**src/rtl/crt_timing_pkg.sv**
```systemverilog
package crt_timing_pkg;

  localparam int SYNC_W     = 4;
  localparam int SYNC_CNT_W = SYNC_W + 1;

  typedef enum logic [1:0] {
    SCAN_PROG        = 2'b00,
    SCAN_ILACE_SYNC  = 2'b01,
    SCAN_PROG_ALT    = 2'b10,
    SCAN_ILACE_VIDEO = 2'b11
  } scan_mode_e;

  localparam logic [1:0] SKEW_BLANK = 2'd3;

  // Width code 0 stands for the largest pulse, 2**SYNC_W.
  function automatic logic [SYNC_CNT_W-1:0] sync_len(input logic [SYNC_W-1:0] code);
    if (code == '0) return SYNC_CNT_W'(1 << SYNC_W);
    return SYNC_CNT_W'(code);
  endfunction

endpackage

```
**src/rtl/crt_hcount.sv**
```systemverilog
module crt_hcount
  import crt_timing_pkg::*;
#(
  parameter int H_W = 8
) (
  input  logic              clk,
  input  logic              rst,
  input  logic [H_W-1:0]    h_total,
  input  logic [H_W-1:0]    h_disp,
  input  logic [H_W-1:0]    hs_pos,
  input  logic [SYNC_W-1:0] hs_width,
  output logic              line_end,
  output logic              h_active,
  output logic              hs_now,
  output logic              second_half
);

  logic [H_W-1:0]        hcnt;
  logic [SYNC_CNT_W-1:0] hs_left;
  logic [H_W:0]          half_pos;

  assign line_end    = (hcnt == h_total);
  assign h_active    = (hcnt < h_disp);
  assign hs_now      = (hcnt == hs_pos) || (hs_left != '0);
  assign half_pos    = ({1'b0, h_total} + (H_W+1)'(1)) >> 1;
  assign second_half = ({1'b0, hcnt} >= half_pos);

  always_ff @(posedge clk) begin
    if (rst) begin
      hcnt    <= '0;
      hs_left <= '0;
    end else begin
      hcnt <= line_end ? '0 : hcnt + H_W'(1);
      if (hcnt == hs_pos)
        hs_left <= sync_len(hs_width) - SYNC_CNT_W'(1);
      else if (hs_left != '0)
        hs_left <= hs_left - SYNC_CNT_W'(1);
    end
  end

  // the counter returns to position 0 after the last character
  a_r1_line_wrap: assert property (@(posedge clk) disable iff (rst)
    line_end |=> (hcnt == '0));

  // the remaining-width counter never exceeds the longest pulse
  a_r2_hs_left_range: assert property (@(posedge clk) disable iff (rst)
    hs_left < SYNC_CNT_W'(1 << SYNC_W));

endmodule

```
**src/rtl/crt_vcount.sv**
```systemverilog
module crt_vcount
  import crt_timing_pkg::*;
#(
  parameter int V_W  = 7,
  parameter int RA_W = 5
) (
  input  logic              clk,
  input  logic              rst,
  input  logic              line_end,
  input  logic              second_half,
  input  logic [V_W-1:0]    v_total,
  input  logic [V_W-1:0]    v_disp,
  input  logic [V_W-1:0]    vs_pos,
  input  logic [RA_W-1:0]   row_max,
  input  logic [RA_W-1:0]   v_adj,
  input  logic [SYNC_W-1:0] vs_width,
  input  logic [1:0]        scan_mode,
  output logic [RA_W-1:0]   ra,
  output logic              row_done,
  output logic              frame_end,
  output logic              v_active,
  output logic              vs_now
);

  logic [V_W-1:0]        vrow;
  logic                  in_adj;
  logic                  field;
  logic [SYNC_CNT_W-1:0] vs_left;
  logic                  vs_prev;
  logic                  video, ilace;
  logic [RA_W-1:0]       ra_init;
  logic                  row_last, at_bottom, adj_last, next_field;
  logic                  vs_start, vs_line;

  assign video      = (scan_mode == SCAN_ILACE_VIDEO);
  assign ilace      = scan_mode[0];
  assign ra_init    = RA_W'(video & field);
  assign row_last   = video ? (({1'b0, ra} + (RA_W+1)'(1)) >= {1'b0, row_max})
                            : (ra == row_max);
  assign at_bottom  = !in_adj && row_last && (vrow == v_total);
  assign adj_last   = in_adj && (({1'b0, ra} + (RA_W+1)'(1)) == {1'b0, v_adj});
  assign frame_end  = line_end && ((at_bottom && (v_adj == '0)) || adj_last);
  assign row_done   = !in_adj && row_last;
  assign next_field = ilace & ~field;
  assign v_active   = !in_adj && (vrow < v_disp);

  assign vs_start = !in_adj && (vrow == vs_pos) && (ra == ra_init);
  assign vs_line  = vs_start || (vs_left != '0);
  assign vs_now   = (ilace && field) ? (second_half ? vs_line : vs_prev) : vs_line;

  always_ff @(posedge clk) begin
    if (rst) begin
      ra      <= '0;
      vrow    <= '0;
      in_adj  <= 1'b0;
      field   <= 1'b0;
      vs_left <= '0;
      vs_prev <= 1'b0;
    end else if (line_end) begin
      vs_prev <= vs_line;
      if (vs_start)
        vs_left <= sync_len(vs_width) - SYNC_CNT_W'(1);
      else if (vs_left != '0)
        vs_left <= vs_left - SYNC_CNT_W'(1);

      if (frame_end) begin
        vrow   <= '0;
        in_adj <= 1'b0;
        field  <= next_field;
        ra     <= RA_W'(video & next_field);
      end else if (at_bottom) begin
        in_adj <= 1'b1;
        ra     <= '0;
      end else if (in_adj) begin
        ra <= ra + RA_W'(1);
      end else if (row_last) begin
        ra   <= ra_init;
        vrow <= vrow + V_W'(1);
      end else begin
        ra <= ra + (video ? RA_W'(2) : RA_W'(1));
      end
    end
  end

  // outside the extra scanlines a progressive row never passes its last scanline
  a_r3_ra_in_row: assert property (@(posedge clk) disable iff (rst)
    (!in_adj && !video) |-> (ra <= row_max));

  // a progressive mode leaves the field at 0 after a frame end
  a_r8_field_progressive: assert property (@(posedge clk) disable iff (rst)
    (frame_end && !ilace) |=> !field);

  // alternate-scanline video keeps the raster parity equal to the field
  a_r9_video_parity: assert property (@(posedge clk) disable iff (rst)
    (video && !in_adj) |-> (ra[0] == field));

endmodule

```
**src/rtl/crt_addr.sv**
```systemverilog
module crt_addr #(
  parameter int MA_W = 14
) (
  input  logic            clk,
  input  logic            rst,
  input  logic [MA_W-1:0] start_addr,
  input  logic            h_active,
  input  logic            line_end,
  input  logic            row_done,
  input  logic            frame_end,
  output logic [MA_W-1:0] ma
);

  logic [MA_W-1:0] row_base;
  logic [MA_W-1:0] ma_step;

  assign ma_step = ma + MA_W'(h_active);

  always_ff @(posedge clk) begin
    if (rst) begin
      ma       <= start_addr;
      row_base <= start_addr;
    end else if (line_end) begin
      if (frame_end) begin
        ma       <= start_addr;
        row_base <= start_addr;
      end else if (row_done) begin
        row_base <= ma_step;
        ma       <= ma_step;
      end else begin
        ma <= row_base;
      end
    end else begin
      ma <= ma_step;
    end
  end

  // every frame begins at the programmed start address
  a_r6_frame_reload: assert property (@(posedge clk) disable iff (rst)
    frame_end |=> (ma == start_addr));

endmodule

```
**src/rtl/crt_skew.sv**
```systemverilog
module crt_skew
  import crt_timing_pkg::*;
#(
  parameter int MAX_SKEW = 2
) (
  input  logic       clk,
  input  logic       rst,
  input  logic       de_raw,
  input  logic [1:0] skew,
  output logic       de_out
);

  logic [MAX_SKEW:1] dly;
  logic              tap;

  always_ff @(posedge clk) begin
    if (rst) begin
      dly <= '0;
    end else begin
      dly[1] <= de_raw;
      for (int i = 2; i <= MAX_SKEW; i++) dly[i] <= dly[i-1];
    end
  end

  always_comb begin
    tap = de_raw;
    for (int i = 1; i <= MAX_SKEW; i++)
      if (int'(skew) == i) tap = dly[i];
    if (skew == SKEW_BLANK) tap = 1'b0;
  end

  always_ff @(posedge clk) begin
    if (rst) de_out <= 1'b0;
    else     de_out <= tap;
  end

  // the blanking code keeps the display off
  a_r7_skew_blank: assert property (@(posedge clk) disable iff (rst)
    (skew == SKEW_BLANK) |=> !de_out);

endmodule

```
**src/rtl/char_raster_timer.sv**
```systemverilog
module char_raster_timer
  import crt_timing_pkg::*;
#(
  parameter int H_W      = 8,
  parameter int V_W      = 7,
  parameter int RA_W     = 5,
  parameter int MA_W     = 14,
  parameter int MAX_SKEW = 2
) (
  input  logic              clk,
  input  logic              rst,
  input  logic [H_W-1:0]    cfg_h_total,
  input  logic [H_W-1:0]    cfg_h_disp,
  input  logic [H_W-1:0]    cfg_hs_pos,
  input  logic [SYNC_W-1:0] cfg_hs_width,
  input  logic [SYNC_W-1:0] cfg_vs_width,
  input  logic [V_W-1:0]    cfg_v_total,
  input  logic [V_W-1:0]    cfg_v_disp,
  input  logic [V_W-1:0]    cfg_vs_pos,
  input  logic [RA_W-1:0]   cfg_row_max,
  input  logic [RA_W-1:0]   cfg_v_adj,
  input  logic [1:0]        cfg_skew,
  input  logic [1:0]        cfg_scan_mode,
  input  logic [MA_W-1:0]   cfg_start_addr,
  output logic              hsync,
  output logic              vsync,
  output logic              disp_en,
  output logic [RA_W-1:0]   ras_addr,
  output logic [MA_W-1:0]   mem_addr
);

  logic            line_end, h_active, hs_now, second_half;
  logic [RA_W-1:0] ra;
  logic            row_done, frame_end, v_active, vs_now;
  logic [MA_W-1:0] ma;

  crt_hcount #(.H_W(H_W)) u_hcount (
    .clk(clk), .rst(rst),
    .h_total(cfg_h_total), .h_disp(cfg_h_disp),
    .hs_pos(cfg_hs_pos), .hs_width(cfg_hs_width),
    .line_end(line_end), .h_active(h_active),
    .hs_now(hs_now), .second_half(second_half)
  );

  crt_vcount #(.V_W(V_W), .RA_W(RA_W)) u_vcount (
    .clk(clk), .rst(rst),
    .line_end(line_end), .second_half(second_half),
    .v_total(cfg_v_total), .v_disp(cfg_v_disp), .vs_pos(cfg_vs_pos),
    .row_max(cfg_row_max), .v_adj(cfg_v_adj), .vs_width(cfg_vs_width),
    .scan_mode(cfg_scan_mode),
    .ra(ra), .row_done(row_done), .frame_end(frame_end),
    .v_active(v_active), .vs_now(vs_now)
  );

  crt_addr #(.MA_W(MA_W)) u_addr (
    .clk(clk), .rst(rst),
    .start_addr(cfg_start_addr), .h_active(h_active),
    .line_end(line_end), .row_done(row_done), .frame_end(frame_end),
    .ma(ma)
  );

  crt_skew #(.MAX_SKEW(MAX_SKEW)) u_skew (
    .clk(clk), .rst(rst),
    .de_raw(h_active && v_active), .skew(cfg_skew),
    .de_out(disp_en)
  );

  always_ff @(posedge clk) begin
    if (rst) begin
      hsync    <= 1'b0;
      vsync    <= 1'b0;
      ras_addr <= '0;
      mem_addr <= '0;
    end else begin
      hsync    <= hs_now;
      vsync    <= vs_now;
      ras_addr <= ra;
      mem_addr <= ma;
    end
  end

  // the output stage follows the address counter by one clock
  a_r10_addr_stage: assert property (@(posedge clk) disable iff (rst)
    !$past(rst) |-> (mem_addr == $past(ma)));

endmodule

```
**config.mk**
```make
export PLATFORM = sky130hd
export DESIGN_NAME = char_raster_timer
export DESIGN_NICKNAME = d
export VERILOG_FILES = /design/src/rtl/crt_timing_pkg.sv /design/src/rtl/crt_hcount.sv /design/src/rtl/crt_vcount.sv /design/src/rtl/crt_addr.sv /design/src/rtl/crt_skew.sv /design/src/rtl/char_raster_timer.sv
export SDC_FILE = /design/constraint.sdc
export NUM_CORES = 1
export LEC_CHECK = 0
export ABC_AREA = 1
export ABC_CLOCK_PERIOD_IN_PS = 4100
export CAP_MARGIN = 15
export CORE_UTILIZATION = 35
export CTS_BUF_LIST = sky130_fd_sc_hd__clkbuf_4 sky130_fd_sc_hd__clkbuf_8
export DETAILED_ROUTE_END_ITERATION = 7
export DONT_BUFFER_PORTS = 1
export GPL_ROUTABILITY_DRIVEN = 1
export SKIP_CTS_REPAIR_TIMING = 1
export SYNTH_ARGS = -nofsm -noshare
export SYNTH_HDL_FRONTEND = slang
export SYNTH_HIERARCHICAL = 1
export SYNTH_SLANG_ARGS = --single-unit
```
**constraint.sdc**
```tcl
create_clock -name clk -period 4.1 [get_ports clk]
set_input_delay 0.205 -clock clk [delete_from_list [all_inputs] [get_ports clk]]
set_output_delay 0.205 -clock clk [all_outputs]
set_load 0.05 [all_outputs]
```
Yosys cells after proc, flatten, opt, wreduce, memory -nomap -nowiden
Index checks and enable logic that the tools add are counted.
{"block": "totals", "register_bits": 85, "input_bits": 83, "out_inout_bits": 22, "wordCells": 120}
{"block": "op_classes", "add_sub_neg": 11, "n_lt_le_gt_ge": 4, "eq_ne": 13, "muxes": 42, "bitwise": 4, "n_reduce_logical": 30}
{"cell": "5-bit 2-to-1 mux", "n": 17}
{"cell": "14-bit 2-to-1 mux", "n": 6}
{"cell": "7-bit 2-to-1 mux", "n": 4}
{"cell": "5-bit by 1-bit subtractor with 5-bit output (second input constant)", "n": 4}
{"cell": "8-bit == test", "n": 2}
{"cell": "14-bit by 1-bit adder with 14-bit output", "n": 1}
{"cell": "7-bit == test", "n": 2}
{"cell": "1-bit 2-to-1 mux", "n": 14}
{"cell": "5-bit == test", "n": 2}
{"cell": "1-bit logical AND", "n": 10}
{"cell": "2-bit nonzero test", "n": 5}
{"cell": "5-bit nonzero test", "n": 2}
{"cell": "8-bit by 1-bit adder with 9-bit output (second input constant)", "n": 1}
{"cell": "8-bit by 1-bit adder with 8-bit output (second input constant)", "n": 1}
{"cell": "2-bit == test (second input constant)", "n": 4}
{"cell": "8-bit >= comparator", "n": 1}
{"cell": "4-bit zero test", "n": 2}
{"cell": "8-bit less-than comparator", "n": 1}
{"cell": "7-bit by 1-bit adder with 7-bit output (second input constant)", "n": 1}
{"cell": "7-bit less-than comparator", "n": 1}
{"cell": "5-bit by 1-bit adder with 6-bit output (second input constant)", "n": 1}
{"cell": "6-bit by 5-bit == test with 1-bit output", "n": 1}
{"cell": "6-bit by 5-bit >= comparator with 1-bit output", "n": 1}
{"cell": "2-bit AND reduction", "n": 3}
{"cell": "other kinds (11)", "n": 17}

Logic depth before layout (Yosys ltp)
Gate-level depths: netlist of the first run.
{"block": "depth", "ltp_word": 13, "ltp_mapped": 24, "ltp_nobuf": 21}

By module
The synthesis of the first run kept the hierarchy.
{"module": "crt_vcount", "instances": 1, "cells_per_inst": 312, "area_each_um2": 2190.9, "seq_area_each_um2": 400.4}
{"module": "crt_addr", "instances": 1, "cells_per_inst": 250, "area_each_um2": 1810.5, "seq_area_each_um2": 700.7}
{"module": "crt_hcount", "instances": 1, "cells_per_inst": 197, "area_each_um2": 1318.8, "seq_area_each_um2": 260.2}
{"module": "char_raster_timer", "instances": 1, "cells_per_inst": 67, "area_each_um2": 608.1, "seq_area_each_um2": 420.4}
{"module": "crt_skew", "instances": 1, "cells_per_inst": 15, "area_each_um2": 108.9, "seq_area_each_um2": 60.1}

Worst setup path after synthesis of the first run
OpenSTA, ideal clock, no wires.
{"block": "synth_timing", "path_kind": "register to register", "start": "register u_vcount.ra[1]", "end": "register u_addr.row_base[12] (data pin)", "setup_time_ps": 254, "arrival_time_ps": 2691, "t_required_ps": 3846, "slack_ps": 1155, "path_stages_with_launch": 24, "path_buffers": 2, "cell_sequence": "dfxtp_1 -> ha_1 -> xnor2_1 -> inv_1 -> ha_1 -> nand2_1 -> inv_1 -> nand2_1 -> nand2_1 -> nand2_1 -> nand2_2 -> nand2_2 -> nand2_4 -> nand4_1 -> nand2_2 -> nand2_4 -> clkinv_2 -> buf_2 -> buf_1 -> nor2_1 -> nand2_1 -> nand2_1 -> nand2_1 -> nand2_1"}
{"block": "synth_via", "elab_chain_cells": 11, "elab_cells_between_ends": 15}
{"item": "start, declared", "line_no": "crt_vcount.sv:18", "source": "output logic [RA_W-1:0] ra,"}
{"item": "start signal, assigned", "line_no": "crt_vcount.sv:70", "source": "ra <= RA_W'(video & next_field);"}
{"item": "start signal, assigned", "line_no": "crt_vcount.sv:75", "source": "ra <= ra + RA_W'(1);"}
{"item": "start signal, assigned", "line_no": "crt_vcount.sv:77", "source": "ra <= ra_init;"}
{"item": "5-bit by 1-bit adder with 6-bit output", "line_no": "crt_vcount.sv:38, crt_vcount.sv:41"}
{"item": "6-bit by 5-bit >= comparator with 1-bit output", "line_no": "crt_vcount.sv:38", "source": "assign row_last = video ? (({1'b0, ra} + (RA_W+1)'(1)) >= {1'b0, row_max})"}
{"item": "1-bit 2-to-1 mux", "line_no": "crt_vcount.sv:38"}
{"item": "1-bit logical AND (2 in a row)", "line_no": "crt_vcount.sv:40", "source": "assign at_bottom = !in_adj && row_last && (vrow == v_total);"}
{"item": "1-bit logical AND", "line_no": "crt_vcount.sv:42", "source": "assign frame_end = line_end && ((at_bottom && (v_adj == '0)) || adj_last);"}
{"item": "1-bit logical OR (*)", "line_no": "crt_vcount.sv:42"}
{"item": "1-bit logical AND (*)", "line_no": "crt_vcount.sv:42"}
{"item": "named net frame_end", "line_no": "char_raster_timer.sv:34", "source": "logic row_done, frame_end, v_active, vs_now;"}
{"item": "14-bit 2-to-1 mux (*)", "line_no": "crt_addr.sv:24", "source": "if (frame_end) begin"}
{"item": "14-bit 2-to-1 mux (*)", "line_no": "crt_addr.sv:23", "source": "end else if (line_end) begin"}
{"item": "14-bit 2-to-1 mux (*)", "line_no": "crt_addr.sv:20", "source": "if (rst) begin"}
{"item": "end signal, assigned", "line_no": "crt_addr.sv:22", "source": "row_base <= start_addr;"}
{"item": "end signal, assigned", "line_no": "crt_addr.sv:26", "source": "row_base <= start_addr;"}
{"item": "end signal, assigned", "line_no": "crt_addr.sv:28", "source": "row_base <= ma_step;"}
{"item": "end, declared", "line_no": "crt_addr.sv:14", "source": "logic [MA_W-1:0] row_base;"}
The timed path passes the listed nets; every way through them passes the cells marked *. The select of a mux whose other input is x is not followed.
A chain may end at the register's enable or synchronous reset.

Final worst setup path of the first run
{"block": "layout_timing", "start": "register u_vcount.ra[2]", "end": "register u_addr.row_base[8] (data pin)"}
The elaborated chain is that of the path after synthesis.

==> results.json, run 1 <==
{
  "setup_tns_ps": 0,
  "endpoint_kind": "register",
  "vias_per_cell": 4.74,
  "drt-initial-drc-count": 212,
  "crit_chain": "nand3_2 -> xor2_1 -> inv_1 -> ha_1 -> nand2_1 -> inv_1 -> nand2_1 -> nand2_1 -> nand2_1 -> nand2_2 -> nand2_2 -> nand2_4 -> nand4_1 -> nand2_2 -> nand2_4 -> clkinv_2 -> inv_1 -> or2_2 -> nand3_1 -> nand2_1",
  "numPortBuffers": 0,
  "fin_total_pwr_mw": 2.09,
  "yosysSeqAreaShare_pct": 30.5,
  "synthFlopType": "dfxtp_1",
  "critPathLaunchType": "register",
  "syn_area_mm2": 0.00604,
  "rows": 47,
  "crit_path_frequent_cell": "nand2_1",
  "seqCellArea_mm2": 0.00184,
  "fin_util_pct": 38.8,
  "finalMaxSlewViolations": 0,
  "drive_gt1_share_pct": 11.3,
  "ant_nets": 0,
  "dr_total_vias": 5077,
  "min_delay_path_depth": 2,
  "fmax_mhz": 298,
  "cp.buffers_inverters": 4,
  "crit_family": "simple AND/OR/NAND/NOR gates",
  "wl_mm": 14.3,
  "yosysUniqueCellTypes": 53,
  "power.density_mw_per_mm2": 322,
  "min_from": "cfg_start_addr[11]",
  "slowest_stage": "dfxtp_1",
  "final_area_mm2": 0.00647,
  "nFillCells": 1811,
  "drc": 0,
  "cts_tree": "done",
  "fin_nets": 965,
  "antenna_found_initial": 0,
  "grt_pass1_vias": 4720,
  "r2r_cells": 20,
  "hold_path_end": "u_addr/row_base[11]",
  "slew_headroom_pct": 63.1,
  "yosysTopAreaCellShare_pct": 23.5,
  "synthCells": 841,
  "worstMarginPinSlew_ps": 553,
  "antenna_cells": 0,
  "area_growth_pct": 7.25,
  "drv_cap": 0,
  "yosys.area.top_type": "dfxtp_1",
  "timing.rr.end": "u_addr/row_base[8]",
  "r2r-start": "u_vcount/ra[2]",
  "slowest_delay_ps": 580,
  "worstSetupPathType": "register to register",
  "die_x_um": 133,
  "multiInputGateArea_mm2": 0.00352,
  "routabilityCongestion": 0.825,
  "root_buffer": "clkbuf_8",
  "setup_viol": 0,
  "synthArstFlopShare_pct": 0,
  "crit_arrival_ps": 3500,
  "start_util_pct": 36.1,
  "track_usage_pct": 16.4,
  "path_clk_slew_ps": 90,
  "ir_drop_mv": 0.174,
  "cts_buffers": 9,
  "yosys_warnings": 6,
  "reg2reg_slack_ps": 740,
  "fin_crit_ps": 3360,
  "hold_viol": 0,
  "dr.pass1.iters": 5,
  "synth_seq_cells": 85,
  "hp-class": "primary input to register",
  "grt_pass1_wl_mm": 23.0,
  "synth_edf_count": 14,
  "overflow": 0,
  "ioPinCount": 105,
  "fin_skew_ps": 9.11,
  "clock_path_buffers": 2,
  "placed_cell_area_mm2": 0.00619,
  "dp_hpwl_mm": 10.6,
  "syn_nets": 961,
  "rsz0062_at_grt": "no",
  "die_area_mm2": 0.0178,
  "p_leak_nw": 3.10,
  "avgSynthCellArea_um2": 7.18,
  "cts_sinks": 85,
  "post-route-period-util_pct": 82.0,
  "required_ps": 4230,
  "grt_max_degree": 60,
  "fp.dieH_um": 133,
  "insertion_delay_ps": 370,
  "critPathMaxFanout": 20,
  "wl_per_cell_um": 13.4,
  "outcome": "finished clean",
  "synthTopCellsByArea": "dfxtp_1, nand2_1, inv_1",
  "htreeDepth": 3,
  "core_mm2": 0.0167
}
## worst reg2reg max path, cell delays in order, from the launching register on
cell,delay [ps]
dfxtp_1,580
nand3_2,150
xor2_1,230
inv_1,90
ha_1,300
nand2_1,50
inv_1,40
nand2_1,50
nand2_1,70
nand2_1,60
nand2_2,70
nand2_2,70
nand2_4,90
nand4_1,120
nand2_2,130
nand2_4,100
clkinv_2,250
inv_1,200
or2_2,320
nand3_1,80
nand2_1,70
## cell usage after synthesis (3+ instances only)
cell      number
a21oi_1       50
buf_2          6
buf_6          8
dfxtp_1       71
edfxtp_1      14
ha_1          36
inv_1        129
inv_2          6
nand2_1      186
nand2_2       19
nand2_4        9
nand3_1       60
nand3_2        5
nand3b_1       5
nand4_1       15
nor2_1        73
nor2_2         4
nor2_4         8
nor3_1         7
nor3_2         3
nor3b_1        4
o21ai_0       18
o21ai_1       10
o21ai_2        3
or2_2          5
xnor2_1       24
xnor2_2        3
xor2_1        23
## routing by layer
layer	vias up	global-route usage [%]	share of wire [%]
li1	2688	-	-
met1	2243	22.3	50
met2	127	25.1	43
met3	19	3.88	5.5
met4	0	5.74	1.8
met5	-	0	0
## stage by stage
step,cells,hold slack (ps),setup slack [ps]
6_report,1070,14.7,739
3_5_place_dp,1046,284,715
2_1_floorplan,841,276,1160
4_1_cts,1062,-128,716
3_3_place_gp,1046,281,842
5_1_grt,1070,4.04,339
## worst max-delay path by stage
stage | startpoint | end | slack, ps | cells after the start
after floorplan | u_vcount/ra[1] | u_addr/row_base[12] | 1160 | 23
after global placement | u_vcount/ra[0] | u_addr/row_base[8] | 840 | 20
after detailed placement | u_vcount/ra[2] | u_addr/row_base[8] | 720 | 20
after CTS | u_vcount/ra[2] | u_addr/row_base[8] | 720 | 20
after global routing | u_vcount/ra[2] | u_addr/row_base[1] | 340 | 18
final | u_vcount/ra[2] | u_addr/row_base[8] | 740 | 20
## final cells by class
type / count / share of cell area [%]
Clock buffer: 9 / 1.91
Clock inverter: 7 / 1.10
Inverter: 140 / 8.23
Multi-Input combinational cell: 598 / 54.3
Sequential cell: 85 / 28.4
Tap cell: 220 / 4.25
Timing Repair Buffer: 11 / 1.74
## cells by family (layout without fill, tap and decap cells)
kind of cell / count (synthesis) / count (layout) / synth area share [%]
XOR/XNOR: 51 / 51 / 7.90
adder cells (fa/ha/maj): 37 / 37 / 7.79
buffers and inverters: 158 / 167 / 11.2
multiplexers: 1 / 1 / 0.187
flip-flops: 85 / 85 / 30.5
AND/OR/NAND/NOR: 411 / 411 / 33.1
AO/OA/AOI/OAI: 98 / 98 / 9.29
## power breakdown
part / internal, mW / switching, mW
registers: 0.928 / 0.128
clock network: 0.283 / 0.336
logic: 0.164 / 0.246
## layout by cell type, fill, tap and decap left out, drive strengths merged, types with 7 or more instances in the layout
cell type	count
o21ai	31
nand4	17
xnor2	27
nand2	214
a21oi	51
nand3	65
nor3	12
ha	36
xor2	24
dlygate4sd3	7
inv	139
or2	7
dfxtp	71
clkbuf	9
nor2	85
edfxtp	14
## sequential cells by signal, indices dropped and copies added, names as in the netlist, 2 cells and up
name,flops
u_vcount/vrow,7
u_skew/dly,2
u_addr/ma,14
u_hcount/hcnt,8
ras_addr,5
u_hcount/hs_left,5
mem_addr,14
u_addr/row_base,14
u_vcount/vs_left,5
u_vcount/ra,5
No activity file was read; power rests on OpenSTA's default activity.
==> run 2, diff against run 1 <==
--- a/config.mk
+++ b/config.mk
@@ -6,7 +6,7 @@
 export NUM_CORES = 1
 export LEC_CHECK = 0
 export ABC_AREA = 1
-export ABC_CLOCK_PERIOD_IN_PS = 4100
+export ABC_CLOCK_PERIOD_IN_PS = 3300
 export CAP_MARGIN = 15
 export CORE_UTILIZATION = 35
 export CTS_BUF_LIST = sky130_fd_sc_hd__clkbuf_4 sky130_fd_sc_hd__clkbuf_8
==> constraint.sdc (replaced) <==
create_clock -name clk -period 3.3 [get_ports clk]
set_input_delay 0.165 -clock clk [delete_from_list [all_inputs] [get_ports clk]]
set_output_delay 0.165 -clock clk [all_outputs]
set_load 0.05 [all_outputs]
==> run 2 against run 1 <==
  * The flow now finishes with violations (hold timing)
  * Worst hold slack got worse by 20 ps
  * Sequential cell count unchanged
  * Combinational power rose by 30%
  * Count of clock-buffer cells in the layout unchanged
  * Clock skew increased by 8.0 ps
  * Cell area up 2.6%
  * Via count is 1.6% higher
  * Global-route usage rose by 0.74 points
  * Die area stayed put
  * Clock power is 12% higher
  * Power up 21%
  * Critical path depth unchanged
==> results.json, run 2 (same netlist as run 1, synthesis figures left out) <==
{
  "min_delay_path_depth": 1,
  "fp.dieH_um": 133,
  "critPathMaxFanout": 15,
  "grt_max_degree": 60,
  "track_usage_pct": 17.1,
  "insertion_delay_ps": 380,
  "slew_headroom_pct": 63.3,
  "setup_tns_ps": 0,
  "dr.pass1.iters": 5,
  "worstSetupPathType": "register to register",
  "switching_share_pct": 35.1,
  "drv_cap": 0,
  "ant_nets": 0,
  "vias_per_cell": 4.73,
  "wl_mm": 14.9,
  "post-route-period-util_pct": 90.9,
  "fin_total_pwr_mw": 2.53,
  "endpoint_kind": "register",
  "antenna_cells": 0,
  "min_from": "rst",
  "comb_power_share_pct": 21.1,
  "grt_pass1_vias": 4889,
  "drc": 0,
  "slowest_delay_ps": 550,
  "dr_total_vias": 5160,
  "wl_per_cell_um": 13.7,
  "hold_path_end": "u_addr/row_base[3]",
  "power.density_mw_per_mm2": 381,
  "intPower_mw": 1.64,
  "crit_path_frequent_cell": "nand2_1",
  "path_clk_slew_ps": 90,
  "routabilityCongestion": 0.828,
  "worstMarginPinSlew_ps": 548,
  "ir_drop_mv": 0.228,
  "crit_chain": "xor2_1 -> inv_1 -> ha_1 -> nand2_1 -> inv_1 -> nand2_1 -> nand2_1 -> nand2_1 -> nand2_2 -> nand2_2 -> nand2_4 -> nand4_1 -> nand2_2 -> nand2_4 -> clkinv_2 -> buf_4 -> a21oi_1 -> a21oi_2 -> nand2_1 -> nand2_1",
  "reg2reg_slack_ps": 300,
  "die_x_um": 133,
  "crit_family": "simple AND/OR/NAND/NOR gates",
  "seq_power_share_pct": 51.5,
  "clock_path_buffers": 2,
  "cts_tree": "done",
  "required_ps": 3440,
  "m1WireLength_mm": 7.47,
  "drive_gt1_share_pct": 12.4,
  "reg_top3": "mem_addr x14, u_addr/ma x14, u_addr/row_base x14",
  "outcome": "complete, but fails checks",
  "setup_viol": 0,
  "critPathLaunchType": "register",
  "timing.rr.end": "u_addr/row_base[4]",
  "rsz0062_at_grt": "no",
  "die_area_mm2": 0.0178,
  "finalMaxSlewViolations": 0,
  "drt-initial-drc-count": 315,
  "grt_pass1_wl_mm": 24.1,
  "core_mm2": 0.0167,
  "overflow": 0,
  "fin_skew_ps": 17.1,
  "wl_met3_um": 759,
  "antenna_found_initial": 0,
  "htreeDepth": 3,
  "mostFrequentLayoutCell": "nand2_1",
  "ioPinCount": 105,
  "hold_viol": 1,
  "layout_common_cells": "nand2_1, inv_1, nor2_1, dfxtp_1, nand3_1",
  "hold_ws_ps": -5.08,
  "cts_buffers": 9,
  "area_growth_pct": 10.0,
  "rows": 47,
  "p_leak_nw": 3.20,
  "slowest_stage": "dfxtp_1",
  "hp-class": "primary input to register",
  "cts_sinks": 85,
  "r2r-start": "u_vcount/ra[3]",
  "numPortBuffers": 0,
  "dp_hpwl_mm": 10.9,
  "fin_crit_ps": 3000,
  "r2r_cells": 20,
  "crit_arrival_ps": 3140,
  "fin_nets": 986,
  "pwr-share-clk_pct": 27.4,
  "fmax_mhz": 333,
  "root_buffer": "clkbuf_8",
  "cp.buffers_inverters": 4,
  "highest_layer": "met4",
  "route.met2.wl_mm": 6.50,
  "start_util_pct": 36.1,
  "violations": "hold timing",
  "p_sw_mw": 0.888
}
-- run 2: how the worst max path moves through the flow --
| stage | start | slack, ps | to | cells after the start |
|---|---|---|---|---|
| 3_3_place_gp | u_vcount/ra[3] | 430 | u_addr/row_base[7] | 19 |
| 3_5_place_dp | u_vcount/ra[3] | 340 | u_addr/row_base[4] | 18 |
| 6_report | u_vcount/ra[3] | 300 | u_addr/row_base[4] | 20 |
| 5_1_grt | u_vcount/ra[3] | 5 | u_addr/row_base[1] | 19 |
| 4_1_cts | u_vcount/ra[3] | 320 | u_addr/row_base[4] | 18 |
| 2_1_floorplan | u_vcount/ra[1] | 360 | u_addr/row_base[12] | 23 |
-- run 2: power by group through the flow --
stage	clock network [mW]	logic (mW)	registers, mW
floorplan	0	0.417	1.31
global placement	0	0.496	1.33
detailed placement	0	0.501	1.33
CTS	0.729	0.504	1.31
global route	0.765	0.623	1.32
finish	0.693	0.534	1.31
-- run 2: routing by layer --
| metal | GRT usage [%] | up-vias |
|---|---|---|
| met2 | 26.6 | 132 |
| li1 | - | 2738 |
| met5 | 0 | - |
| met1 | 23.2 | 2274 |
| met3 | 3.58 | 16 |
| met4 | 6.25 | 0 |
-- run 2: layout make-up --
cell class                 instances  area, um2
fill                            1795      10100
tap                              220        275
clock buffer                       9        124
sequential                        85       1840
timing repair buffer              32        300
clock inverter                     7       50.0
multi-input combinational        598       3520
inverter                         140        533
-- run 2: through the flow --
stage / cell area [um2] / cells / utilization (%) / setup WS, ps
after floorplan: 6040 / 841 / - / 355
after global placement: 6280 / 1058 / 37.6 / 432
after detailed placement: 6280 / 1058 / 37.6 / 336
after CTS: 6450 / 1074 / 38.6 / 322
after global routing: 6640 / 1091 / 39.8 / 5.23
final: 6640 / 1091 / 39.8 / 299
==> run 3, diff against run 2 <==
--- a/config.mk
+++ b/config.mk
@@ -8,6 +8,7 @@
 export ABC_AREA = 1
 export ABC_CLOCK_PERIOD_IN_PS = 3300
 export CAP_MARGIN = 15
+export CORE_MARGIN = 4
 export CORE_UTILIZATION = 35
 export CTS_BUF_LIST = sky130_fd_sc_hd__clkbuf_4 sky130_fd_sc_hd__clkbuf_8
 export DETAILED_ROUTE_END_ITERATION = 7
@@ -16,5 +17,4 @@
 export SKIP_CTS_REPAIR_TIMING = 1
 export SYNTH_ARGS = -nofsm -noshare
 export SYNTH_HDL_FRONTEND = slang
-export SYNTH_HIERARCHICAL = 1
 export SYNTH_SLANG_ARGS = --single-unit
==> run 3 against run 2 <==
  * The run still ends with hold timing left
  * Register-to-register slack better by 40 ps
  * Cell count decreased by 7.5%
  * Power is 6.4% higher
  * Sequential power about the same
  * Via count down 6.6%
  * Synthesized cell count down 8.7%
  * Worst hold slack got worse by 10 ps
  * Clock skew fell by 3.2 ps
  * Worst setup slack improved by 36 ps
  * Largest power group unchanged
  * Highest routed layer unchanged
==> results.json, run 3 <==
{
  "fin_skew_ps": 13.9,
  "synth_seq_cells": 85,
  "slew_headroom_pct": 57.3,
  "reg2reg_slack_ps": 330,
  "overflow": 0,
  "yosysSeqAreaShare_pct": 33.6,
  "routabilityCongestion": 0.829,
  "fin_nets": 913,
  "synthArstFlopShare_pct": 0,
  "final_area_mm2": 0.00624,
  "dp_hpwl_mm": 10.2,
  "required_ps": 3430,
  "fp.dieH_um": 133,
  "numPortBuffers": 0,
  "synthCells": 768,
  "path_clk_slew_ps": 90,
  "post-route-period-util_pct": 89.9,
  "antenna_found_initial": 0,
  "grt_pass1_vias": 4550,
  "seqCellArea_mm2": 0.00184,
  "hold_ws_ps": -15.5,
  "worstMarginPinSlew_ps": 639,
  "endpoint_kind": "register",
  "drt-initial-drc-count": 242,
  "cts_tree": "done",
  "avgSynthCellArea_um2": 7.14,
  "critPathMaxFanout": 4,
  "worst_slack_ps": 334,
  "syn_nets": 888,
  "nFillCells": 1597,
  "yosysUniqueCellTypes": 47,
  "synthMostInstantiatedCell": "nand2_1",
  "synth_edf_count": 14,
  "insertion_delay_ps": 370,
  "crit_arrival_ps": 3100,
  "r2r_cells": 18,
  "multiInputGateArea_mm2": 0.00316,
  "cts_sinks": 85,
  "antenna_cells": 0,
  "layout_common_cells": "nand2_1, inv_1, dfxtp_1, nand3_1, nor2_1",
  "synthFlopType": "dfxtp_1",
  "violations": "hold timing",
  "finalMaxSlewViolations": 0,
  "track_usage_pct": 15.4,
  "yosys.area.top_type": "dfxtp_1",
  "ir_drop_mv": 0.202,
  "mostFrequentLayoutCell": "nand2_1",
  "reg_top3": "mem_addr x14, u_addr.ma x14, u_addr.row_base x14",
  "dr.pass1.iters": 4,
  "vias_per_cell": 4.78,
  "drv_cap": 0,
  "setup_viol": 0,
  "root_buffer": "clkbuf_8",
  "htreeDepth": 3,
  "p_leak_nw": 3.02,
  "die_x_um": 133,
  "fin_total_pwr_mw": 2.69,
  "yosysTopAreaCellShare_pct": 25.9,
  "fin_crit_ps": 2970,
  "power.density_mw_per_mm2": 432,
  "core_mm2": 0.0153,
  "hold_viol": 3,
  "hp-class": "primary input to register",
  "min_delay_path_depth": 3,
  "synth_commonest_cells": "nand2_1, inv_1, dfxtp_1, nand3_1, nor2_1",
  "area_growth_pct": 13.9,
  "clock_path_buffers": 2,
  "critPathLaunchType": "register",
  "die_area_mm2": 0.0177,
  "worstSetupPathType": "register to register",
  "wl_per_cell_um": 13.7,
  "fmax_mhz": 337,
  "fin_cells": 1009,
  "drive_gt1_share_pct": 9.02,
  "synthTopCellsByArea": "dfxtp_1, nand2_1, ha_1",
  "syn_area_mm2": 0.00548,
  "cts_buffers": 9,
  "ioPinCount": 105,
  "rows": 45,
  "ant_nets": 0,
  "yosys_warnings": 0,
  "drc": 0,
  "place_ws_ps": 112,
  "grt_max_degree": 43,
  "outcome": "complete, but fails checks",
  "grt_pass1_wl_mm": 22.2,
  "placed_cells": 974,
  "dr_total_vias": 4818,
  "setup_tns_ps": 0,
  "placed_cell_area_mm2": 0.00576,
  "start_util_pct": 35.9,
  "wl_mm": 13.9
}
-- run 3: changes by cell type after synthesis, sizes merged, moves of 6 or more --
cell   change
nor2      -24
xor2      +15
o21ai     +18
nand2     -19
nand3      +6
a21oi     -16
xnor2     -10
nor4       +6
inv       -35
-- run 3: critical path: stages, from the launching register on --
cell and delay, ps:
dfxtp_1 320, ha_1 280, a21oi_1 120, o21ai_0 130
a31oi_1 160, nor2_1 70, nor2_2 190, ha_1 200
ha_1 180, nand2_1 120, nor3_4 160, nand2_2 110
nor3_2 140, xor2_1 200, o21ai_0 110, nand2_1 90
nand2_1 50, nand2_1 50, nand2_1 40
-- run 3: metal layers --
metal  wire length, um  global-route usage (%)  part of all wire (%)  vias to the layer above
met5                 0                       0                     0                        -
met4               291                    5.37                   2.1                        0
met3              1090                    4.98                   7.9                       20
met2              6250                    24.3                    45                      129
met1              6230                    20.0                    45                     2132
li1                  -                       -                     -                     2537
-- run 3: power by group --
part           leakage, nW  internal (mW)  total, mW  switching (mW)
Combinational         2.17          0.197      0.466           0.269
Clock                0.126          0.521      0.943           0.422
Sequential           0.723           1.15       1.28           0.130
-- run 3: kinds of logic (layout without fill, tap and decap cells) --
| logic type | Yosys count | count (layout) | share of synthesized area, % |
|---|---|---|---|
| AO/OA/AOI/OAI | 95 | 95 | 9.32 |
| XOR/XNOR | 56 | 56 | 9.22 |
| adder cells (fa/ha/maj) | 37 | 37 | 8.58 |
| buffers and inverters | 125 | 155 | 9.27 |
| flip-flops | 85 | 85 | 33.6 |
| AND/OR/NAND/NOR | 370 | 370 | 30.0 |
-- run 3: final cells by class --
type | instances | area share, %
Clock buffer | 10 | 2.11
Clock inverter | 6 | 1.90
Inverter | 103 | 6.21
Multi-Input combinational cell | 558 | 50.6
Sequential cell | 85 | 29.5
Tap cell | 211 | 4.23
Timing Repair Buffer | 36 | 5.41
-- run 3: path summary, 6_finish.rpt --
kind | start | endpoint
worst max register to register | u_hcount.hcnt[3] | u_addr.row_base[12]
worst min register to register | u_skew.dly[1] | u_skew.dly[2]
worst min-delay path | rst | u_vcount.vs_left[3]
worst max-delay path | u_hcount.hcnt[3] | u_addr.row_base[12]
-- run 3: through the flow --
stage	hold WS [ps]	util [%]
after floorplan	289	-
after global placement	247	37.8
after detailed placement	250	37.8
after CTS	-165	39.4
after global routing	21.2	40.9
final	-15.5	40.9
